[src/rtl/dab_pwm_pkg.sv]
`timescale 1ns/1ps
package dab_pwm_pkg;
  localparam int NUM_BRIDGES = 2;
  localparam int NUM_LEGS    = 2;

  // duty clamp: a leg window may not exceed half the carrier
  function automatic int unsigned eff_duty(int unsigned duty, int unsigned prd);
    int unsigned half;
    half = prd >> 1;
    return (duty > half) ? half : duty;
  endfunction

  // value the lagging counter takes at the primary wrap
  function automatic int unsigned lag_seed(int unsigned ph, int unsigned prd);
    return (ph == 0) ? 0 : prd - ph;
  endfunction
endpackage

[src/rtl/dab_timebase.sv]
`timescale 1ns/1ps
module dab_timebase #(
  parameter int CW = 8
) (
  input  logic          clk,
  input  logic          rst_n,
  input  logic [CW-1:0] prd,
  input  logic          sync_in,
  input  logic [CW-1:0] sync_val,
  input  logic [CW-1:0] duty_in,
  output logic [CW-1:0] cnt,
  output logic [CW-1:0] duty_act,
  output logic          wrap
);
  assign wrap = (cnt == prd - CW'(1));

  always_ff @(posedge clk) begin
    if (!rst_n) begin
      cnt      <= '0;
      duty_act <= '0;
    end else begin
      if (sync_in)   cnt <= sync_val;
      else if (wrap) cnt <= '0;
      else           cnt <= cnt + CW'(1);
      if (wrap) duty_act <= duty_in;
    end
  end

  p_cnt_range_r2: assert property (@(posedge clk) disable iff (!rst_n)
    cnt < prd);
  p_wrap_r2: assert property (@(posedge clk) disable iff (!rst_n)
    (wrap && !sync_in) |=> (cnt == '0));
  p_shadow_r7: assert property (@(posedge clk) disable iff (!rst_n)
    !wrap |=> $stable(duty_act));
endmodule

[src/rtl/dab_bridge_aq.sv]
`timescale 1ns/1ps
module dab_bridge_aq
  import dab_pwm_pkg::*;
#(
  parameter int CW = 8
) (
  input  logic                clk,
  input  logic                rst_n,
  input  logic                en,
  input  logic [CW-1:0]       cnt,
  input  logic [CW-1:0]       prd,
  input  logic [CW-1:0]       duty,
  output logic [NUM_LEGS-1:0] leg_d,
  output logic [NUM_LEGS-1:0] leg_q
);
  logic [CW-1:0] half, dc, cb;
  logic ev_zero, ev_ca, ev_half, ev_cb;
  logic [NUM_LEGS-1:0] nxt;

  assign half    = prd >> 1;
  assign dc      = CW'(eff_duty(32'(duty), 32'(prd)));
  assign cb      = half + dc;
  assign ev_zero = (cnt == '0);
  assign ev_ca   = (cnt == dc);
  assign ev_half = (cnt == half);
  assign ev_cb   = (cnt == cb);

  // action qualifier: clear has priority over set on the same count
  always_comb begin
    nxt = leg_q;
    if (ev_zero)          nxt[0] = 1'b1;
    if (ev_ca)            nxt[0] = 1'b0;
    if (ev_half)          nxt[1] = 1'b1;
    if (ev_cb || ev_zero) nxt[1] = 1'b0;
    leg_d = en ? nxt : '0;
  end

  always_ff @(posedge clk) begin
    if (!rst_n) leg_q <= '0;
    else        leg_q <= leg_d;
  end

  p_lega_off_r2: assert property (@(posedge clk) disable iff (!rst_n)
    (en && ev_ca) |=> !leg_q[0]);
  p_legb_zero_r3: assert property (@(posedge clk) disable iff (!rst_n)
    (en && ev_zero) |=> !leg_q[1]);
endmodule

[src/rtl/dab_leg_dt.sv]
`timescale 1ns/1ps
module dab_leg_dt #(
  parameter int DEAD = 2
) (
  input  logic clk,
  input  logic rst_n,
  input  logic en,
  input  logic leg_d,
  input  logic leg_q,
  output logic hi,
  output logic lo
);
  localparam int DW = $clog2(DEAD + 2);
  localparam logic [DW-1:0] DLIM = DW'(DEAD);

  logic [DW-1:0] dcnt;
  logic settled;

  always_ff @(posedge clk) begin
    if (!rst_n)               dcnt <= '0;
    else if (!en)             dcnt <= '0;
    else if (leg_d != leg_q)  dcnt <= '0;
    else if (dcnt != DLIM)    dcnt <= dcnt + DW'(1);
  end

  assign settled = (dcnt == DLIM);
  assign hi = en & leg_q & settled;
  assign lo = en & ~leg_q & settled;

  p_no_overlap_r5: assert property (@(posedge clk) disable iff (!rst_n)
    !(hi && lo));
  p_dead_gap_r5: assert property (@(posedge clk) disable iff (!rst_n)
    ((DEAD > 0) && $rose(hi)) |-> !$past(lo));
  p_enable_restart_r8: assert property (@(posedge clk) disable iff (!rst_n)
    (en && $past(!en)) |-> !hi);
endmodule

[src/rtl/dab_pwm_gen.sv]
`timescale 1ns/1ps
module dab_pwm_gen
  import dab_pwm_pkg::*;
#(
  parameter int CW         = 8,
  parameter int DEAD       = 2,
  parameter int RST_PERIOD = 16
) (
  input  logic          clk,
  input  logic          rst_n,
  input  logic [CW-1:0] period,
  input  logic [CW-1:0] pri_duty,
  input  logic [CW-1:0] sec_duty,
  input  logic [CW-1:0] phase,
  input  logic          pri_en,
  input  logic          sec_en,
  output logic [1:0]    pri_hi,
  output logic [1:0]    pri_lo,
  output logic [1:0]    sec_hi,
  output logic [1:0]    sec_lo
);
  localparam logic [CW-1:0] PRD_RST = CW'(RST_PERIOD);

  logic [CW-1:0] prd_act;
  logic [CW-1:0] sync_val;
  logic [CW-1:0] cnt_b  [NUM_BRIDGES];
  logic [CW-1:0] duty_b [NUM_BRIDGES];
  logic [CW-1:0] req_b  [NUM_BRIDGES];
  logic          wrap_b [NUM_BRIDGES];
  logic          en_b   [NUM_BRIDGES];
  logic [NUM_LEGS-1:0] leg_d_b [NUM_BRIDGES];
  logic [NUM_LEGS-1:0] leg_q_b [NUM_BRIDGES];
  logic [NUM_LEGS-1:0] hi_b    [NUM_BRIDGES];
  logic [NUM_LEGS-1:0] lo_b    [NUM_BRIDGES];

  assign req_b[0] = pri_duty;
  assign req_b[1] = sec_duty;
  assign en_b[0]  = pri_en;
  assign en_b[1]  = sec_en;
  assign sync_val = CW'(lag_seed(32'(phase), 32'(period)));

  // shared period, taken at the primary wrap
  always_ff @(posedge clk) begin
    if (!rst_n)         prd_act <= PRD_RST;
    else if (wrap_b[0]) prd_act <= period;
  end

  for (genvar b = 0; b < NUM_BRIDGES; b++) begin : g_bridge
    localparam bit IS_SEC = (b != 0);
    logic sync_b;
    assign sync_b = IS_SEC ? wrap_b[0] : 1'b0;

    dab_timebase #(.CW(CW)) u_tb (
      .clk(clk), .rst_n(rst_n), .prd(prd_act), .sync_in(sync_b),
      .sync_val(sync_val), .duty_in(req_b[b]), .cnt(cnt_b[b]),
      .duty_act(duty_b[b]), .wrap(wrap_b[b])
    );

    dab_bridge_aq #(.CW(CW)) u_aq (
      .clk(clk), .rst_n(rst_n), .en(en_b[b]), .cnt(cnt_b[b]),
      .prd(prd_act), .duty(duty_b[b]), .leg_d(leg_d_b[b]), .leg_q(leg_q_b[b])
    );

    for (genvar l = 0; l < NUM_LEGS; l++) begin : g_leg
      dab_leg_dt #(.DEAD(DEAD)) u_dt (
        .clk(clk), .rst_n(rst_n), .en(en_b[b]),
        .leg_d(leg_d_b[b][l]), .leg_q(leg_q_b[b][l]),
        .hi(hi_b[b][l]), .lo(lo_b[b][l])
      );
    end
  end

  assign pri_hi = hi_b[0];
  assign pri_lo = lo_b[0];
  assign sec_hi = hi_b[1];
  assign sec_lo = lo_b[1];

  p_prd_hold_r7: assert property (@(posedge clk) disable iff (!rst_n)
    !wrap_b[0] |=> $stable(prd_act));
  p_phase_lag_r6: assert property (@(posedge clk) disable iff (!rst_n)
    ($past(wrap_b[0]) && ($past(phase) < prd_act)) |->
      ((({1'b0, cnt_b[1]} + {1'b0, $past(phase)}) % {1'b0, prd_act}) == '0));
endmodule

[config.mk]
export PLATFORM = sky130hd
export DESIGN_NAME = dab_pwm_gen
export DESIGN_NICKNAME = d
export VERILOG_FILES = /design/src/rtl/dab_pwm_pkg.sv /design/src/rtl/dab_timebase.sv /design/src/rtl/dab_bridge_aq.sv /design/src/rtl/dab_leg_dt.sv /design/src/rtl/dab_pwm_gen.sv
export SDC_FILE = /design/constraint.sdc
export NUM_CORES = 1
export LEC_CHECK = 0
export ABC_AREA = 1
export BUFFER_PORTS_ARGS = -buffer_cell sky130_fd_sc_hd__buf_2
export CAP_MARGIN = 5
export CELL_PAD_IN_SITES_DETAIL_PLACEMENT = 1
export CELL_PAD_IN_SITES_GLOBAL_PLACEMENT = 1
export CORE_ASPECT_RATIO = 0.7
export CORE_MARGIN = 8
export CORE_UTILIZATION = 45
export CTS_BUF_LIST = sky130_fd_sc_hd__clkbuf_4 sky130_fd_sc_hd__clkbuf_8
export DETAILED_ROUTE_END_ITERATION = 6
export PLACE_DENSITY_LB_ADDON = 0.25
export SETUP_SLACK_MARGIN = 0.1
export SYNTH_ARGS = -nofsm -noshare
export SYNTH_HDL_FRONTEND = slang
export SYNTH_SLANG_ARGS = --single-unit
[constraint.sdc]
create_clock -name clk -period 4.3 [get_ports clk]
set_input_delay 1.29 -clock clk [delete_from_list [all_inputs] [get_ports clk]]
set_output_delay 1.29 -clock clk [all_outputs]
set_load 0.005 [all_outputs]
==> results by group <==
Run status
  – Status: completed

Detailed routing
  – First drt pass iteration count: 5
  – Via density: 5.53
  – Routed WL: 15900 um
  – ANT nets after route: 0
  – DR WL/cell: 17.8 um
  – Initial drt markers: 241
  – DRC Markers: 0
  – Vias post-DR: roughly 4900

Worst hold path
  – Hold Crit Endpoint: g_bridge[0].g_leg[1].u_dt.dcnt[0]
  – Hold path startpoint: g_bridge[0].g_leg[1].u_dt.dcnt[0]
  – HP Class: reg -> reg
  – WHS Path Cells: 2

Worst setup path
  – Critical Path AT: around 3.9 ns
  – Critical path class: reg -> reg
  – Setup crit end kind: flop
  – Startpoint Class: flop
  – Reg2reg setup slack: between 0.6 and 0.7 ns
  – Reg2Reg Depth: 21
  – Crit path required time: 4.57 ns
  – FF-to-FF End: g_bridge[0].g_leg[1].u_dt.dcnt[0]
  – Maximum fanout along the worst path: 9
  – Reg-to-reg startpoint: prd_act[7]

Global routing
  – Global Route Usage Sum: a little under a quarter
  – Largest net degree at the start of global routing: 31
  – First-pass GRT wire length: 26000 um
  – Vias in the first global route: 5155
  – Grt ovf: 0
  – Antenna violations before repair: 0

Die
  – FP Rows: 31
  – Die height: 103 um
  – Starting Density: about 47%
  – Core Area: 0.0104 mm^2
  – Die Wd: 140 um
  – IO Count: 44
  – Die area: about 0.014 mm^2

Timing
  – RSZ-0062 raised after global routing: no
  – Fin crit period: ~3.7 ns
  – Worst Tran Pin Value: 0.803 ns
  – Hold slack: about 0.47 ns
  – Period Utilization, post-route: 84.9%
  – Setup TNS: 0 ns
  – Slew HR: 46.0%
  – Hold Vio Cnt, Final: 0
  – Layout Skew: 0.0171 ns
  – Count of final setup violators: 0
  – Max Fclk: 274 MHz
  – Max Slew Vio Count: 0
  – Setup ws final: 0.648 ns

Yosys
  – YS warnings: 0
  – Post-synthesis sequential area ratio: 21.3%
  – Syn Area/Cell: 6.68 um^2
  – Multiplexer share of the synthesized area: 0%
  – Simple-gate share of the synthesized area: 34.4%
  – Fraction of the mapped netlist area in adder cells: 13.0%
  – Post-synth top flop: dfxtp_1
  – Post-synthesis compound-gate area fraction: just over 10%
  – Post-Syn Instances: 730
  – Flops & latches, synth: 52
  – Largest family of logic cells by synthesized area: simple AND/OR/NAND/NOR gates
  – Post-synth ARST share: 0%
  – Post-Syn Area: roughly 0.005 mm^2
  – Post-synthesis xor/xnor area fraction: around 9.6%
  – Total nets after synthesis: slightly above 800
  – Cell variety after synth: 43
  – Post-synth EDFFs: 0

Clock network
  – Clock Path Buffers: 2
  – Clock slew at reported path FFs: 0.11 ns
  – Post-CTS sizing: 0
  – Clk sinks: 52
  – Clk_lat worst skew: 0.34 ns
  – Hold_buf cts: 0
  – Cts bufs inserted: 5
  – CTS root buf: clkbuf_8
  – Post-CTS Setup Inserts: 0
  – CTS tree: yes
  – H-tree depth: 2

Layout
  – Final std cells w/o fill: 890
  – Cell area after layout: ~0.0053 mm^2
  – Fin nets: 842
  – Fraction of layout cells with a size suffix above 1: approximately an eighth
  – Final core occ: 50.3%
  – Synth-to-Final Area Change: 7.62%
  – N_diodes: 0
  – Fillers: 1436

Flow run
  – Max Cap Violations: 0

Power
  – PwrDens: 199 mW/mm^2
  – Worst vdd ir: roughly 0.13 mV
  – Leak: 2.62 nW
  – Tot Pwr: 1.04 mW

Place
  – PortBufs: 43
  – Post-DP HPWL: between 10000 and 15000 um
  – Gpl congestion: 0.932
  – Pre-CTS setup slack: 0.720 ns
  – Post-place instance area: 0.00513 mm^2
  – Placed insts: 882
[state kept, by name, summed over array words and instances, names as in the netlist]
register and cells:
g_bridge.u_tb.cnt 16, g_bridge.g_leg.u_dt.dcnt 8, g_bridge.u_tb.duty_act 16, g_bridge.u_aq.leg_q 4
prd_act 8
[per-layer routing]
layer  part of all wire, %  global-route usage, %  vias to the layer above
met2                    47                   39.6                      104
met1                    47                   27.8                     2357
met3                   4.9                   3.93                       30
met4                   1.9                   7.72                        0
li1                      -                      -                     2428
met5                     0                      0                        -
[worst max-delay path, cell delays in order, from the launching register on]
cell and delay [ns]:
dfxtp_1 0.35, inv_1 0.12, ha_1 0.34, nand2_1 0.08, nor2_1 0.17, nand2_1 0.08, nand2_1 0.22, nand2_1 0.24
nand2_1 0.14, nand2_1 0.08, ha_1 0.22, fa_1 0.44, nand3_1 0.11, nand3_1 0.10, xor2_1 0.18, xor2_1 0.17
nor2_1 0.07, nand3_1 0.09, nand2_1 0.08, nand2_1 0.07, nand3_1 0.09, a21oi_1 0.13
[synth_stat cells, types with 2 or more instances]
master    count  share of area [%]
nor3_1       16                1.6
nor2_1       52                4.0
buf_4        12                1.8
xnor2_1      10                1.8
or2_2         9                1.2
inv_2         6               0.46
nand4_1      19                2.4
nand3_4       2               0.72
nand4_2       2               0.51
nand2b_1      2               0.26
inv_1        88                6.8
xor2_2        3                1.0
nand3b_1      2               0.31
o21ai_1      17                1.7
nand3_1      68                7.0
clkbuf_1     11               0.85
buf_2         6               0.62
ha_1         46                 12
o21ai_0      19                1.9
nand2_1     161                 12
nand2_2       5               0.64
a21oi_1      56                5.7
nor4_1        5               0.64
fa_1          3                1.2
dfxtp_1      52                 21
nand3_2       5                1.0
buf_6         2               0.46
xor2_1       35                6.3
clkinv_4      2               0.36
[power breakdown]
part	switching [mW]	total, mW	internal [mW]
sequential	0.0170	0.510	0.493
combinational	0.0962	0.163	0.0667
clock	0.196	0.371	0.176
total	0.309	1.04	0.735
[layout make-up]
cell class / count / area, um^2 / area share (%)
Inverter: 96 / 370 / 7.05
Tap cell: 132 / 165 / 3.15
Sequential cell: 52 / 1040 / 19.8
Clock buffer: 5 / 68.8 / 1.31
Multi-Input combinational cell: 551 / 3280 / 62.5
Clock inverter: 3 / 46.3 / 0.882
Timing Repair Buffer: 51 / 275 / 5.24
[worst max path at each step]
stage,start,to,slack [ns],depth (start not counted)
detailed placement,prd_act[7],g_bridge[0].g_leg[1].u_dt.dcnt[1],0.72,20
CTS,prd_act[7],g_bridge[0].g_leg[1].u_dt.dcnt[1],0.66,20
global placement,prd_act[7],g_bridge[0].g_leg[1].u_dt.dcnt[1],0.89,20
finish,prd_act[7],g_bridge[0].g_leg[1].u_dt.dcnt[0],0.65,21
global route,prd_act[3],g_bridge[0].g_leg[1].u_dt.dcnt[0],0.26,25
floorplan,prd_act[2],g_bridge[0].g_leg[1].u_dt.dcnt[1],1.02,24
[cell families after synthesis]
logic type	after synthesis
adder cells (fa/ha/maj)	49
buffers and inverters	127
AND/OR/NAND/NOR	356
XOR/XNOR	49
flip-flops	52
AO/OA/AOI/OAI	97
[cell usage in the layout (no fill, tap or decap), types with 6 or more instances in the layout]
cell and n:
inv_2 6, o21ai_1 17, nand4_1 19, xor2_1 35
inv_1 88, or2_2 9, nor3_1 16, nor2_1 52
nand2_1 161, buf_2 43, ha_1 46, xnor2_1 10
dfxtp_1 52, buf_4 8, o21ai_0 19, a21oi_1 56
nand3_1 68
Note: power is estimated with default switching activity, not from simulation.
